===== config.mk =====
export PLATFORM = sky130hd
export DESIGN_NAME = roi_pool_engine
export DESIGN_NICKNAME = d
export VERILOG_FILES = /design/src/rtl/roi_pkg.sv /design/src/rtl/roi_seqdiv.sv /design/src/rtl/roi_map.sv /design/src/rtl/roi_pool_engine.sv
export SDC_FILE = /design/constraint.sdc
export NUM_CORES = 1
export LEC_CHECK = 0
export BUFFER_PORTS_ARGS = -buffer_cell sky130_fd_sc_hd__buf_2
export CORE_MARGIN = 8
export CORE_UTILIZATION = 54
export CTS_BUF_LIST = sky130_fd_sc_hd__clkbuf_16
export CTS_CLUSTER_DIAMETER = 50
export DETAILED_ROUTE_END_ITERATION = 16
export PLACE_DENSITY = 0.77
export SLEW_MARGIN = 20
export SYNTH_ARGS = -nofsm -noshare
export SYNTH_HDL_FRONTEND = slang
export SYNTH_SLANG_ARGS = --single-unit

===== constraint.sdc =====
create_clock -name clk -period 3.5 [get_ports clk]
set_clock_uncertainty 0.2 [all_clocks]
set_input_delay 0.35 -clock clk [delete_from_list [all_inputs] [get_ports clk]]
set_output_delay 0.35 -clock clk [all_outputs]
set_load 0.01 [all_outputs]

===== src/rtl/roi_pkg.sv =====
package roi_pkg;
    typedef enum logic [2:0] {
        ST_IDLE,
        ST_DIV,
        ST_SCAN,
        ST_DRAIN,
        ST_EMIT
    } roi_st_e;
endpackage


===== src/rtl/roi_seqdiv.sv =====
// Restoring divider by a constant: one quotient bit per cycle.
module roi_seqdiv #(
    parameter int NUM_W   = 5,
    parameter int DIVISOR = 3
) (
    input  logic             clk,
    input  logic             rst_n,
    input  logic             start,
    input  logic [NUM_W-1:0] num,
    output logic [NUM_W-1:0] quo,
    output logic [NUM_W-1:0] rem,
    output logic             done
);
    localparam int CNT_W = $clog2(NUM_W + 1);
    localparam logic [NUM_W:0] DIV_V = (NUM_W + 1)'(DIVISOR);

    typedef struct packed {
        logic [CNT_W-1:0] cnt;
        logic [NUM_W-1:0] rem;
        logic [NUM_W-1:0] quo;
        logic             done;
    } div_state_t;

    div_state_t d, q;
    logic [NUM_W:0] trial;

    always_comb begin
        d      = q;
        d.done = 1'b0;
        trial  = {q.rem, q.quo[NUM_W-1]};
        if (q.cnt != '0) begin
            if (trial >= DIV_V) begin
                d.rem = NUM_W'(trial - DIV_V);
                d.quo = {q.quo[NUM_W-2:0], 1'b1};
            end else begin
                d.rem = trial[NUM_W-1:0];
                d.quo = {q.quo[NUM_W-2:0], 1'b0};
            end
            d.cnt = q.cnt - CNT_W'(1);
            if (q.cnt == CNT_W'(1)) d.done = 1'b1;
        end else if (start) begin
            d.cnt = CNT_W'(NUM_W);
            d.rem = '0;
            d.quo = num;
        end
    end

    always_ff @(posedge clk or negedge rst_n) begin
        if (!rst_n) q <= '0;
        else        q <= d;
    end

    assign quo  = q.quo;
    assign rem  = q.rem;
    assign done = q.done;
endmodule


===== src/rtl/roi_map.sv =====
// Image-to-feature coordinate mapping for one axis (power-of-two stride).
module roi_map #(
    parameter int COORD_W = 7,
    parameter int SHIFT   = 2,
    parameter int FM_N    = 8,
    parameter int IDX_W   = 4
) (
    input  logic [COORD_W-1:0] lo,
    input  logic [COORD_W-1:0] hi,
    output logic [IDX_W-1:0]   start,
    output logic [IDX_W-1:0]   size
);
    localparam int CW1 = COORD_W + 1;
    localparam logic [CW1-1:0] RND  = CW1'((1 << SHIFT) - 1);
    localparam logic [CW1-1:0] LAST = CW1'(FM_N - 1);
    localparam logic [CW1-1:0] LIM  = CW1'(FM_N);

    logic [CW1-1:0] fl, ce, st, en;

    always_comb begin
        fl = CW1'(lo) >> SHIFT;
        ce = (CW1'(hi) + RND) >> SHIFT;
        st = (fl > LAST) ? LAST : fl;
        en = (ce > st) ? ce : st + CW1'(1);
        if (en > LIM) en = LIM;
        start = IDX_W'(st);
        size  = IDX_W'(en - st);
    end
endmodule


===== src/rtl/roi_pool_engine.sv =====
module roi_pool_engine
    import roi_pkg::*;
#(
    parameter int COORD_W = 7,
    parameter int SHIFT   = 2,
    parameter int FM_W    = 8,
    parameter int FM_H    = 6,
    parameter int CH      = 4,
    parameter int LANES   = 2,
    parameter int K       = 3,
    parameter int DW      = 8
) (
    input  logic                               clk,
    input  logic                               rst_n,
    input  logic                               prop_valid,
    input  logic [COORD_W-1:0]                 prop_x0,
    input  logic [COORD_W-1:0]                 prop_y0,
    input  logic [COORD_W-1:0]                 prop_x1,
    input  logic [COORD_W-1:0]                 prop_y1,
    output logic                               busy,
    output logic                               mem_rd_en,
    output logic [$clog2(CH*FM_H*FM_W)-1:0]    mem_rd_addr,
    input  logic [DW-1:0]                      mem_rd_data,
    output logic                               out_valid,
    input  logic                               out_ready,
    output logic [LANES*DW-1:0]                out_data,
    output logic                               done
);
    localparam int FM_MAX = (FM_W > FM_H) ? FM_W : FM_H;
    localparam int IDX_W  = $clog2(FM_MAX + 1);
    localparam int NUM_W  = $clog2(K * FM_MAX + 1);
    localparam int BIN_W  = $clog2(K + 1);
    localparam int NGRP   = CH / LANES;
    localparam int GRP_W  = $clog2(NGRP + 1);
    localparam int LANE_W = $clog2(LANES + 1);
    localparam int ADDR_W = $clog2(CH * FM_H * FM_W);
    localparam int OUT_W  = LANES * DW;
    localparam logic [ADDR_W-1:0] FMW_A = ADDR_W'(FM_W);
    localparam logic [ADDR_W-1:0] FMH_A = ADDR_W'(FM_H);
    localparam logic [ADDR_W-1:0] LNS_A = ADDR_W'(LANES);
    localparam logic [DW-1:0]     MINV  = {1'b1, {(DW-1){1'b0}}};

    typedef struct packed {
        roi_st_e                  st;
        logic [IDX_W-1:0]         sx, wx, sy, wy;
        logic [IDX_W-1:0]         ys, ye, xs, xe;
        logic [IDX_W-1:0]         cy, cx;
        logic [BIN_W-1:0]         by, bx;
        logic [GRP_W-1:0]         grp;
        logic [1:0]               dsel;
        logic                     drun;
        logic [LANE_W-1:0]        lane, plane;
        logic                     pend;
        logic [LANES-1:0][DW-1:0] acc;
        logic                     done;
    } eng_state_t;

    eng_state_t d, q;

    logic [IDX_W-1:0] mx_start, mx_size, my_start, my_size;
    logic             div_start, div_done;
    logic [NUM_W-1:0] div_num, div_quo, div_rem, div_ceil, mul_a, mul_b;
    logic [IDX_W-1:0] base, bound_f, bound_c;
    logic [ADDR_W-1:0] ch_a;

    roi_map #(.COORD_W(COORD_W), .SHIFT(SHIFT), .FM_N(FM_W), .IDX_W(IDX_W)) map_x_i (
        .lo(prop_x0), .hi(prop_x1), .start(mx_start), .size(mx_size));
    roi_map #(.COORD_W(COORD_W), .SHIFT(SHIFT), .FM_N(FM_H), .IDX_W(IDX_W)) map_y_i (
        .lo(prop_y0), .hi(prop_y1), .start(my_start), .size(my_size));

    roi_seqdiv #(.NUM_W(NUM_W), .DIVISOR(K)) div_i (
        .clk(clk), .rst_n(rst_n), .start(div_start), .num(div_num),
        .quo(div_quo), .rem(div_rem), .done(div_done));

    always_comb begin
        // Divider operand: edge index times mapped size, per bound in turn.
        case (q.dsel)
            2'd0:    begin mul_a = NUM_W'(q.by);                  mul_b = NUM_W'(q.wy); end
            2'd1:    begin mul_a = NUM_W'(q.by) + NUM_W'(1);      mul_b = NUM_W'(q.wy); end
            2'd2:    begin mul_a = NUM_W'(q.bx);                  mul_b = NUM_W'(q.wx); end
            default: begin mul_a = NUM_W'(q.bx) + NUM_W'(1);      mul_b = NUM_W'(q.wx); end
        endcase
        div_num  = mul_a * mul_b;
        div_ceil = div_quo + NUM_W'(div_rem != '0);
        base     = q.dsel[1] ? q.sx : q.sy;
        bound_f  = base + IDX_W'(div_quo);
        bound_c  = base + IDX_W'(div_ceil);
        ch_a     = ADDR_W'(q.grp) * LNS_A + ADDR_W'(q.lane);
    end

    always_comb begin
        d         = q;
        d.done    = 1'b0;
        d.pend    = 1'b0;
        div_start = 1'b0;

        // Fold the value returned for last cycle's read into its lane.
        if (q.pend) begin
            for (int l = 0; l < LANES; l++) begin
                if (q.plane == LANE_W'(l) &&
                    $signed(mem_rd_data) > $signed(q.acc[l]))
                    d.acc[l] = mem_rd_data;
            end
        end

        case (q.st)
            ST_IDLE: begin
                if (prop_valid) begin
                    d.sx   = mx_start;
                    d.wx   = mx_size;
                    d.sy   = my_start;
                    d.wy   = my_size;
                    d.by   = '0;
                    d.bx   = '0;
                    d.grp  = '0;
                    d.dsel = '0;
                    d.drun = 1'b0;
                    d.st   = ST_DIV;
                end
            end
            ST_DIV: begin
                if (!q.drun) begin
                    div_start = 1'b1;
                    d.drun    = 1'b1;
                end else if (div_done) begin
                    d.drun = 1'b0;
                    d.dsel = q.dsel + 2'd1;
                    case (q.dsel)
                        2'd0: d.ys = bound_f;
                        2'd1: d.ye = bound_c;
                        2'd2: d.xs = bound_f;
                        default: begin
                            d.xe   = bound_c;
                            d.lane = '0;
                            d.cy   = q.ys;
                            d.cx   = q.xs;
                            if (q.ys >= q.ye || q.xs >= bound_c) begin
                                d.acc = '0;  // empty bin reports zero
                                d.st  = ST_EMIT;
                            end else begin
                                for (int l = 0; l < LANES; l++) d.acc[l] = MINV;
                                d.st = ST_SCAN;
                            end
                        end
                    endcase
                end
            end
            ST_SCAN: begin
                d.pend  = 1'b1;
                d.plane = q.lane;
                if (q.cx == q.xe - IDX_W'(1)) begin
                    d.cx = q.xs;
                    if (q.cy == q.ye - IDX_W'(1)) begin
                        d.cy = q.ys;
                        if (q.lane == LANE_W'(LANES - 1)) d.st = ST_DRAIN;
                        else d.lane = q.lane + LANE_W'(1);
                    end else begin
                        d.cy = q.cy + IDX_W'(1);
                    end
                end else begin
                    d.cx = q.cx + IDX_W'(1);
                end
            end
            ST_DRAIN: d.st = ST_EMIT;
            ST_EMIT: begin
                if (out_ready) begin
                    d.st   = ST_DIV;
                    d.dsel = '0;
                    d.drun = 1'b0;
                    if (q.bx == BIN_W'(K - 1)) begin
                        d.bx = '0;
                        if (q.by == BIN_W'(K - 1)) begin
                            d.by = '0;
                            if (q.grp == GRP_W'(NGRP - 1)) begin
                                d.st   = ST_IDLE;
                                d.done = 1'b1;
                            end else begin
                                d.grp = q.grp + GRP_W'(1);
                            end
                        end else begin
                            d.by = q.by + BIN_W'(1);
                        end
                    end else begin
                        d.bx = q.bx + BIN_W'(1);
                    end
                end
            end
            default: d.st = ST_IDLE;
        endcase
    end

    always_ff @(posedge clk or negedge rst_n) begin
        if (!rst_n) q <= '0;
        else        q <= d;
    end

    assign busy        = (q.st != ST_IDLE);
    assign mem_rd_en   = (q.st == ST_SCAN);
    assign mem_rd_addr = (ch_a * FMH_A + ADDR_W'(q.cy)) * FMW_A + ADDR_W'(q.cx);
    assign out_valid   = (q.st == ST_EMIT);
    assign out_data    = OUT_W'(q.acc);
    assign done        = q.done;
endmodule


==> metrics <==
share of the yosys chip area belonging to registers=34.5%; count of flip-flops with a built-in enable after synthesis=0; post-synthesis instance total=715; critical path class=reg -> reg; share of the clock period used by the worst path after layout=99.5%; Final Wtd Congestion=0.848; Setup TNS=0 ns; initial antenna violation count=0; number of antenna diodes=0; time the worst path needs with I/O delays and setup=3.48 ns; Finish-stage setup viols=0; length of the first detailed-routing pass in iterations=4; DRC violations left=0; critical path data arrival time=3.52 ns; share of final-layout standard cells stronger than drive strength 1=19.7%; worst IR drop on VDD=382 uV; class of the worst hold path=in -> reg; starting utilization of the core area=55.6%; internal power=0.00273 W; top area cells in the synthesized netlist=sky130_fd_sc_hd__dfrtp_1 (35%), sky130_fd_sc_hd__ha_1 (13%), sky130_fd_sc_hd__xnor2_1 (4.3%), sky130_fd_sc_hd__nand2_1 (3.9%), sky130_fd_sc_hd__a21oi_1 (3.7%); Startpoint Class=register; number of endpoints with negative hold slack in the final report=0; top-level I/O count=68; most instantiated library cell after synthesis=sky130_fd_sc_hd__dfrtp_1; GR Overflow Total=0; die area=0.0155 sq mm; normalized max-slew margin=43.3%; per-cell routed wire length=15.7 um; Clock transition at path regs=0.07 ns; register bit count reported by yosys=88; clock tree from TritonCTS=done; peak fanout along the critical path=5; later-pin clock latency in the skew report=0.35 ns; largest area contributor in the netlist=sky130_fd_sc_hd__dfrtp_1; filler cell count in the final layout=922; endpoint kind of the worst setup timing path=register; sw power=0.00189 W; core area=0.0115 sq mm; Sequential cell area=0.00220 sq mm; Hold Slack=0.0753 ns; required time of the critical path=3.54 ns; Synth async-reset ratio=100%; H-tree depth=3; initial DRC count=378; height of the die=125 um; Mapped Area=0.00638 sq mm; Yosys warning count=0; status=completed; layout overhead on the synthesized area=15.8%; Gate power share=46.7%; Mapped Avg Cell Area=8.92 sq um; upper clock frequency limit=287 MHz; count of distinct cell types in the synthesized netlist=63; combined area of the multi-input logic cells=0.00393 sq mm; ranking of synthesized cells by instance count=sky130_fd_sc_hd__dfrtp_1 (88), sky130_fd_sc_hd__ha_1 (68), sky130_fd_sc_hd__nand2_1 (67); Port Buffer Count=63; Layout Nets=906; transition time at the pin with the least slew margin=0.848 ns; share of power burned in registers=34.1%; cts bufs inserted=9; pwr dens=626 mW/mm^2; max-cap violation count=0; Post-DP HPWL=11,100 um; via count=5,285; GRT Resource Usage Total=18.8%; leakage=3.51 nW; width of the chip=125 um; # clock sinks=88; Avg Vias per Cell=5.65; Final Power=0.00462 W; clock root buffer=sky130_fd_sc_hd__clkbuf_16; first-pass GRT wire length=24,900 um; clk buf depth=2; Cell Rows=39; final number of max-transition violations=0; number of routed nets with antenna violations=0; Synth Flop Type=sky130_fd_sc_hd__dfrtp_1; Switching Fraction=40.9%; setup repair after global routing missed its margin=true; clock share of power=19.2%; pin count of the biggest net entering global routing=78; post-synth top area share=34.5%; final wirelength=14,600 um; vias in the first global route=5,603
-- power groups by stage --
stage,clock network (W),logic [W],registers (W)
after floorplan,0,0.00153,0.00149
after global placement,0,0.00193,0.00156
after detailed placement,0,0.00204,0.00158
after CTS,0.000903,0.00211,0.00157
after global routing,0.000948,0.00242,0.00162
final,0.000889,0.00216,0.00158
-- final timing paths --
check / from / endpoint / slack (ns) / cells past startpoint
setup / recovery: q[24]$_DFFE_PN0P_ / div_i.quo[4]$_DFFE_PN0P_ / 0.02 / 17
hold / removal: mem_rd_data[0] / out_data[0]$_DFF_PN0_ / 0.08 / 3
setup reg to reg: q[24]$_DFFE_PN0P_ / div_i.quo[4]$_DFFE_PN0P_ / 0.02 / 17
hold reg to reg: div_i.q[13]$_DFFE_PN0P_ / div_i.done$_DFF_PN0_ / 0.26 / 1
max in group asynchronous: rst_n / div_i.q[13]$_DFFE_PN0P_ / 2.08 / 4
min in group asynchronous: rst_n / q[36]$_DFFE_PN0P_ / 0.27 / 2
-- cells in the final DEF (no fill, tap or decap), types with 10 or more instances in the layout --
cell                      count
sky130_fd_sc_hd__nor2_1      58
sky130_fd_sc_hd__inv_1       60
sky130_fd_sc_hd__buf_4       30
sky130_fd_sc_hd__nand2_1     67
sky130_fd_sc_hd__nor3_1      16
sky130_fd_sc_hd__xor2_1      10
sky130_fd_sc_hd__buf_2       62
sky130_fd_sc_hd__xnor2_1     30
sky130_fd_sc_hd__a21oi_1     44
sky130_fd_sc_hd__dfrtp_1     86
sky130_fd_sc_hd__o31ai_1     10
sky130_fd_sc_hd__mux2i_1     16
sky130_fd_sc_hd__ha_1        61
sky130_fd_sc_hd__o21ai_0     40
sky130_fd_sc_hd__o21ai_1     16
sky130_fd_sc_hd__nand3_1     19
-- state kept, by name, summed over array words and instances, names as in the netlist --
| name | flops |
|---|---|
| out_data | 16 |
| q | 57 |
| div_i.q | 3 |
| div_i.rem | 5 |
| div_i.done | 1 |
| div_i.quo | 5 |
| done | 1 |
-- critical path, cell delays in order, from the launching register on --
cell and delay [ns]:
sky130_fd_sc_hd__dfrtp_2 0.40, sky130_fd_sc_hd__inv_4 0.06, sky130_fd_sc_hd__ha_4 0.18, sky130_fd_sc_hd__nand2_1 0.07, sky130_fd_sc_hd__o21ai_2 0.08, sky130_fd_sc_hd__ha_4 0.28
sky130_fd_sc_hd__a21oi_4 0.06, sky130_fd_sc_hd__or2_4 0.25, sky130_fd_sc_hd__fa_1 0.45, sky130_fd_sc_hd__inv_1 0.07, sky130_fd_sc_hd__ha_1 0.15, sky130_fd_sc_hd__inv_1 0.05
sky130_fd_sc_hd__fa_2 0.35, sky130_fd_sc_hd__xnor2_2 0.14, sky130_fd_sc_hd__xnor2_1 0.16, sky130_fd_sc_hd__xnor2_1 0.15, sky130_fd_sc_hd__a21oi_1 0.09, sky130_fd_sc_hd__a21o_1 0.17
-- layout make-up --
cell class	instances	share of cell area, %
multi-input cells	533	53.2
well taps	143	2.42
inverters	62	3.18
flip-flops and latches	88	29.8
repair buffers	94	7.76
clock buffers	9	3.05
clock inverters	6	0.593
-- logic make-up (layout without fill, tap and decap cells) --
kind of cell | Yosys count | in the layout | synth area share [%]
compound gates | 162 | 162 | 15.5
xor+xnor | 42 | 42 | 5.77
fa+ha+maj | 78 | 78 | 16.5
buf+inv | 97 | 171 | 6.90
flops | 88 | 88 | 34.5
mux | 28 | 28 | 4.57
other cells | 1 | 4 | 0.0588
simple gates | 219 | 219 | 16.2
-- through the flow --
step | setup WS, ns | util [%] | instance area (sq um) | cells
6_report | 0.0185 | 64.4 | 7390 | 935
5_1_grt | -0.152 | 64.4 | 7390 | 935
4_1_cts | -0.0349 | 63.2 | 7250 | 930
3_5_place_dp | -0.151 | 60.5 | 6930 | 915
3_3_place_gp | -0.0186 | 60.5 | 6930 | 915
2_1_floorplan | 0.0129 | - | 6460 | 718
-- layer usage --
layer	track usage, %	vias to the layer above	wire length, um
li1	-	2599	-
met1	20.6	2564	6080
met2	34.7	101	7730
met3	4.43	21	569
met4	6.38	0	252
met5	0	-	0
-- repair_timing --
action	4_1_cts	5_1_grt
setup endpoints to repair	1	4
cloned	0	0
setup buffers	0	3
hold buffers	0	1
hold endpoints to repair	0	26
resized for setup	10	14
pin swaps	5	6
No activity file was read; power rests on OpenSTA's default activity.
